==> config.mk <==
export PLATFORM = sky130hd
export DESIGN_NAME = ipl_stack_ctrl
export DESIGN_NICKNAME = d
export VERILOG_FILES = /design/src/rtl/ipl_pkg.sv /design/src/rtl/ipl_arbiter.sv /design/src/rtl/ipl_stack_reg.sv /design/src/rtl/ipl_stack_ctrl.sv
export SDC_FILE = /design/constraint.sdc
export NUM_CORES = 1
export LEC_CHECK = 0
export BUFFER_PORTS_ARGS = -buffer_cell sky130_fd_sc_hd__buf_2
export CAP_MARGIN = 5
export CORE_ASPECT_RATIO = 1.75
export CORE_MARGIN = 2
export CORE_UTILIZATION = 55
export CTS_BUF_LIST = sky130_fd_sc_hd__clkbuf_8
export DETAILED_ROUTE_END_ITERATION = 10
export HOLD_SLACK_MARGIN = 0.08
export PLACE_DENSITY = 0.93
export SYNTH_ARGS = -nofsm -noshare
export SYNTH_HDL_FRONTEND = slang
export SYNTH_SLANG_ARGS = --single-unit
==> constraint.sdc <==
create_clock -name clk -period 15.5 [get_ports clk]
set_input_delay 0.775 -clock clk [delete_from_list [all_inputs] [get_ports clk]]
set_output_delay 0.775 -clock clk [all_outputs]
set_load 0.005 [all_outputs]
==> src/rtl/ipl_pkg.sv <==
package ipl_pkg;

  // Stack operation chosen for one cycle, after precedence is resolved
  typedef enum logic [2:0] {
    IPL_HOLD  = 3'd0,
    IPL_LOAD  = 3'd1,
    IPL_ENTER = 3'd2,
    IPL_SET   = 3'd3,
    IPL_POP   = 3'd4
  } ipl_op_e;

endpackage

==> src/rtl/ipl_arbiter.sv <==
module ipl_arbiter #(
  parameter int N_SRC = 8,
  parameter int LVL_W = 2,
  localparam int ID_W = (N_SRC > 1) ? $clog2(N_SRC) : 1
) (
  input  logic [N_SRC-1:0]       req_i,
  input  logic [N_SRC-1:0]       en_i,
  input  logic [N_SRC*LVL_W-1:0] prio_i,
  input  logic [LVL_W-1:0]       cur_lvl_i,
  output logic                   hit_o,
  output logic [ID_W-1:0]        id_o,
  output logic [LVL_W-1:0]       lvl_o,
  output logic [N_SRC-1:0]       grant_o
);

  // A source may compete only if it requests, is enabled, and beats the current level
  logic [N_SRC-1:0] elig;

  genvar g;
  generate
    for (g = 0; g < N_SRC; g++) begin : g_elig
      assign elig[g] = req_i[g] & en_i[g] &
                       (prio_i[g*LVL_W +: LVL_W] > cur_lvl_i);
    end
  endgenerate

  // Scan upward and replace the holder only on a strictly higher level,
  // so the lowest index keeps a tie
  always_comb begin
    hit_o = 1'b0;
    id_o  = '0;
    lvl_o = '0;
    for (int i = 0; i < N_SRC; i++) begin
      if (elig[i] && (!hit_o || (prio_i[i*LVL_W +: LVL_W] > lvl_o))) begin
        hit_o = 1'b1;
        id_o  = ID_W'(i);
        lvl_o = prio_i[i*LVL_W +: LVL_W];
      end
    end
  end

  always_comb begin
    grant_o = '0;
    if (hit_o) grant_o[id_o] = 1'b1;
  end

endmodule

==> src/rtl/ipl_stack_reg.sv <==
module ipl_stack_reg
  import ipl_pkg::*;
#(
  parameter int LVL_W = 2,
  parameter int DEPTH = 4,
  localparam int STK_W = LVL_W * DEPTH
) (
  input  logic             clk,
  input  logic             rst_n,
  input  ipl_op_e          op_i,
  input  logic [LVL_W-1:0] push_lvl_i,
  input  logic [STK_W-1:0] load_val_i,
  output logic [STK_W-1:0] stk_o
);

  // Push: drop the oldest slot, new level lands in the low slot
  function automatic logic [STK_W-1:0] stk_push(input logic [STK_W-1:0] s,
                                                input logic [LVL_W-1:0] l);
    return {s[STK_W-LVL_W-1:0], l};
  endfunction

  // Pop: move every slot down one, clear the top slot
  function automatic logic [STK_W-1:0] stk_pop(input logic [STK_W-1:0] s);
    return {{LVL_W{1'b0}}, s[STK_W-1:LVL_W]};
  endfunction

  logic [STK_W-1:0] stk_q, stk_d;

  always_comb begin
    unique case (op_i)
      IPL_LOAD:            stk_d = load_val_i;
      IPL_ENTER, IPL_SET:  stk_d = stk_push(stk_q, push_lvl_i);
      IPL_POP:             stk_d = stk_pop(stk_q);
      default:             stk_d = stk_q;
    endcase
  end

  always_ff @(posedge clk or negedge rst_n) begin
    if (!rst_n) stk_q <= '0;
    else        stk_q <= stk_d;
  end

  assign stk_o = stk_q;

  // A pop leaves the top slot empty and the older slots moved down
  assert_pop_fill_R6: assert property (@(posedge clk) disable iff (!rst_n)
    (op_i == IPL_POP) |=>
      (stk_q[STK_W-1 -: LVL_W] == '0) &&
      (stk_q[STK_W-LVL_W-1:0] == $past(stk_q[STK_W-1:LVL_W])));

  // A push keeps the three newest slots and loses the oldest
  assert_push_drop_R7: assert property (@(posedge clk) disable iff (!rst_n)
    (op_i == IPL_SET) |=>
      (stk_q[STK_W-1:LVL_W] == $past(stk_q[STK_W-LVL_W-1:0])));

endmodule

==> src/rtl/ipl_stack_ctrl.sv <==
module ipl_stack_ctrl
  import ipl_pkg::*;
#(
  parameter int N_SRC = 8,
  parameter int LVL_W = 2,
  parameter int DEPTH = 4,
  localparam int STK_W = LVL_W * DEPTH,
  localparam int ID_W  = (N_SRC > 1) ? $clog2(N_SRC) : 1
) (
  input  logic                   clk,
  input  logic                   rst_n,
  input  logic [N_SRC-1:0]       req_i,
  input  logic [N_SRC-1:0]       en_i,
  input  logic [N_SRC*LVL_W-1:0] prio_i,
  input  logic                   enter_i,
  input  logic                   set_i,
  input  logic [LVL_W-1:0]       set_lvl_i,
  input  logic                   restore_i,
  input  logic                   load_i,
  input  logic [STK_W-1:0]       load_val_i,
  output logic                   irq_o,
  output logic [ID_W-1:0]        irq_id_o,
  output logic [LVL_W-1:0]       irq_lvl_o,
  output logic [STK_W-1:0]       stack_o,
  output logic [LVL_W-1:0]       cur_lvl_o
);

  logic [N_SRC-1:0] grant;
  logic             take_evt;   // entry accepted this cycle
  ipl_op_e          op;
  logic [LVL_W-1:0] push_lvl;

  ipl_arbiter #(.N_SRC(N_SRC), .LVL_W(LVL_W)) u_arb (
    .req_i     (req_i),
    .en_i      (en_i),
    .prio_i    (prio_i),
    .cur_lvl_i (cur_lvl_o),
    .hit_o     (irq_o),
    .id_o      (irq_id_o),
    .lvl_o     (irq_lvl_o),
    .grant_o   (grant)
  );

  assign take_evt = enter_i & irq_o;

  // Precedence: load, then entry, then set, then restore
  always_comb begin
    if (load_i)         op = IPL_LOAD;
    else if (take_evt)  op = IPL_ENTER;
    else if (set_i)     op = IPL_SET;
    else if (restore_i) op = IPL_POP;
    else                op = IPL_HOLD;
  end

  assign push_lvl = take_evt ? irq_lvl_o : set_lvl_i;

  ipl_stack_reg #(.LVL_W(LVL_W), .DEPTH(DEPTH)) u_stk (
    .clk        (clk),
    .rst_n      (rst_n),
    .op_i       (op),
    .push_lvl_i (push_lvl),
    .load_val_i (load_val_i),
    .stk_o      (stack_o)
  );

  assign cur_lvl_o = stack_o[LVL_W-1:0];

  // The flagged level must beat the level held in the stack
  assert_beats_current_R2: assert property (@(posedge clk) disable iff (!rst_n)
    irq_o |-> (irq_lvl_o > cur_lvl_o));

  // The reported source must be requesting and enabled, with a single grant
  assert_grant_valid_R3: assert property (@(posedge clk) disable iff (!rst_n)
    irq_o |-> ($onehot(grant) && req_i[irq_id_o] && en_i[irq_id_o]));

  // Taking an interrupt makes its level the current one
  assert_enter_push_R4: assert property (@(posedge clk) disable iff (!rst_n)
    (enter_i && irq_o && !load_i) |=> (cur_lvl_o == $past(irq_lvl_o)));

  // A load overrides every other command
  assert_load_wins_R9: assert property (@(posedge clk) disable iff (!rst_n)
    load_i |=> (stack_o == $past(load_val_i)));

endmodule

==> flow_metrics.env <==
export IMPL_status="finished, final reports clean"
export IMPL_path_clk_slew_ns=0.04
export IMPL_grt_pass1_vias=1692
export IMPL_fill_cells=262
export IMPL_grt_total_usage_pct=26.0
export IMPL_gp_congestion=0.914
export IMPL_start_kind="flop"
export IMPL_final_util_pct=68.7
export IMPL_wire_per_inst_um=14.0
export IMPL_die_h_um=75.5
export IMPL_worstMarginPinSlew_ns=0.533
export IMPL_synth_cell_type_count=45
export IMPL_via_count=1785
export IMPL_critPathArrivalTime_ns=10.17
export IMPL_p_int_mw=0.0963
export IMPL_cpMaxStageDelayCell="a21oi_1"
export IMPL_fp_dieW_um=44.8
export IMPL_syn_mean_instance_area_um2=7.87
export IMPL_numClockSinks=8
export IMPL_yosysTopAreaCell="ha_1"
export IMPL_synthesis_nets=282
export IMPL_cts_tree="done"
export IMPL_synth_seq_area_share_pct=12.5
export IMPL_peakVddDrop_mv=0.0548
export IMPL_max_slew_margin_pct=64.4
export IMPL_fin_skew_ns=0.00171
export IMPL_clockBufferDepth=2
export IMPL_r2r_cells=48
export IMPL_first_iter_violations=32
export IMPL_switching_share_pct=45.2
export IMPL_cts_resized=0
export IMPL_worst_path_max_fanout=9
export IMPL_fin_crit_sh_pct=70.6
export IMPL_via_per_inst=6.11
export IMPL_path_common_cell="ha_1"
export IMPL_setup_tns_ns=0
export IMPL_synth_top_cell_area_share_pct=23.4
export IMPL_min_period_ns=10.94
export IMPL_rows=26
export IMPL_pwr_share_comb_pct=68.8
export IMPL_cts_hold_buf=0
export IMPL_worstPathRequired_ns=14.73
export IMPL_slew_violations=0
export IMPL_slowest_delay_ns=0.45
export IMPL_dp_hpwl_mm=3.54
export IMPL_grt_pass1_wl_mm=6.68
export IMPL_cts_root_buf="clkbuf_8"
export IMPL_r2r_end="u_stk.stk_o[1]"
export IMPL_drtAntennaViolNets=0
export IMPL_synthTopCellsByArea="ha_1 23%, dfrtp_1 12%, nand2_1 6.3%"
export IMPL_fmax_mhz=91.4
export IMPL_numCtsBuffers=3
export IMPL_timing_hold_ws_ns=0.384
export IMPL_worst_skew_pair_late_latency_ns=0.23
export IMPL_timing_rr_start="u_stk.stk_o[1]"
export IMPL_placed_cell_area_mm2=0.00193
export IMPL_setup_viol=0
export IMPL_diodes=0
export IMPL_rsz0062_at_grt="false"
export IMPL_p_seq_share_pct=16.9
export IMPL_core_mm2=0.00286
export IMPL_port_buffers=63
export IMPL_initial_core_util_pct=56.1
export IMPL_final_area_mm2=0.00197
export IMPL_grt_overflow_total=0
export IMPL_drcViolationCount=0
export IMPL_die_area_mm2=0.00338
export IMPL_ios=64
export IMPL_layout_nets=344
export IMPL_netlist_area_mm2=0.00161
export IMPL_antenna_found_initial=0
export IMPL_syn_inst=204
export IMPL_ys_ff_latch=8
export IMPL_maxCapViolCount=0
export IMPL_post_cts_buffers=0
export IMPL_p_clk_share_pct=14.3
export IMPL_syn2layout_area_growth_pct=22.5
export IMPL_power_density_mw_per_mm2=89.4
export IMPL_power_switching_mw=0.0795
export IMPL_synth_warnings=0
export IMPL_cp_end_kind="output port"
export IMPL_htreeDepth=1
export IMPL_largest_reg_flops=8
export IMPL_layout_drive_gt1_share_pct=30.3
export IMPL_finalWirelength_mm=4.10
export IMPL_crit_type="reg -> out"
export IMPL_hold_path_class="in -> async"
export IMPL_grt_start_max_net_pins=19
export IMPL_drt_first_pass_iters=4
export IMPL_p_total_mw=0.176
export IMPL_reg2reg_slack_ns=5.47
export IMPL_p_leak_nw=1.06
export IMPL_hold_viol_final=0
worst max-delay path by stage:
stage                         startpoint      endpoint  slack (ns)  cells past startpoint
final                     u_stk.stk_o[1]  irq_lvl_o[1]        4.56                     48
after global routing      u_stk.stk_o[1]  irq_lvl_o[1]        3.74                     49
after detailed placement       prio_i[1]  irq_lvl_o[1]        4.72                     48
after CTS                 u_stk.stk_o[1]  irq_lvl_o[1]        4.65                     49
after global placement         prio_i[1]  irq_lvl_o[1]        4.96                     49
after floorplan                prio_i[1]  irq_lvl_o[1]        5.92                     46
layer usage:
metal  track usage, %  part of all wire (%)  routed length (µm)  up-vias
met3             3.32                   5.0                 206       17
met5                0                     0                   0        -
met4             15.7                   4.4                 182        0
met2             53.6                    57                2340       63
met1             22.0                    33                1370      814
li1                 -                     -                   -      891
kinds of logic after synthesis:
kind of cell             Yosys count  synth area share, %
multiplexers                       7                 4.44
AO/OA/AOI/OAI                     76                 34.2
flip-flops                         8                 12.5
adder cells (fa/ha/maj)           30                 23.4
buffers and inverters             24                 6.08
AND/OR/NAND/NOR                   59                 19.4
through the flow:
stage | std cells | setup slack, ns
final | 292 | 4.56
after global routing | 292 | 3.74
after CTS | 292 | 4.65
after detailed placement | 289 | 4.72
after global placement | 289 | 4.96
after floorplan | 204 | 5.92
cell usage after synthesis (all sizes together):
master,instances
o2111a,5
o21a,4
a21boi,1
a21o,4
o22ai,2
nand4,2
o2111ai,4
mux2i,6
o21bai,1
nand2,27
a221oi,4
and2,2
o311ai,3
a22oi,1
o21ai,18
clkbuf,3
nand3,3
and3b,1
a21oi,21
nor2b,13
o211a,1
buf,3
nand2b,1
a211oi,3
o31a,2
ha,30
mux2,1
or2,1
nor4,1
inv,18
nor2,4
and3,1
dfrtp,8
nor3b,3
o31ai,2
worst max-delay path: cells and delay by family (launching register included):
kind,cells,cell delay [ns]
AO/OA/AOI/OAI,29,5.69
adder cells (fa/ha/maj),8,2.15
AND/OR/NAND/NOR,8,1.21
flip-flops,1,0.39
buffers and inverters,3,0.50
power by group through the flow:
| stage | logic, mW | clock network, mW | registers (mW) |
|---|---|---|---|
| 2_1_floorplan | 0.0852 | 0 | 0.0286 |
| 3_3_place_gp | 0.116 | 0 | 0.0299 |
| 3_5_place_dp | 0.121 | 0 | 0.0301 |
| 4_1_cts | 0.121 | 0.0258 | 0.0299 |
| 5_1_grt | 0.138 | 0.0262 | 0.0303 |
| 6_report | 0.121 | 0.0251 | 0.0297 |
cell usage in the layout, fill, tap and decap left out, types with 2 or more instances in the layout:
cell and n:
buf_2 63, ha_1 30, nand2_1 27, inv_1 18, a21oi_1 18, o21ai_0 13
nor2b_1 12, dfrtp_1 8, mux2i_1 6, o2111ai_1 4, a221oi_1 4, o21a_1 4
nor2_1 4, a21o_1 4, o21ai_1 3, nand3_1 3, a211oi_1 3, nor3b_1 3
a21oi_2 3, clkbuf_8 3, o2111a_1 2, o2111a_2 2, and2_1 2, o21ai_2 2
o311ai_1 2, nand4_1 2, o31a_1 2
final cells by class:
class	count	area (µm²)	area share [%]
Multi-Input combinational cell	172	1310	66.5
Clock buffer	3	41.3	2.10
Timing Repair Buffer	63	315	16.0
Sequential cell	8	200	10.2
Inverter	18	67.6	3.44
Tap cell	28	35.0	1.78
Power figures use the tool's default switching activity.
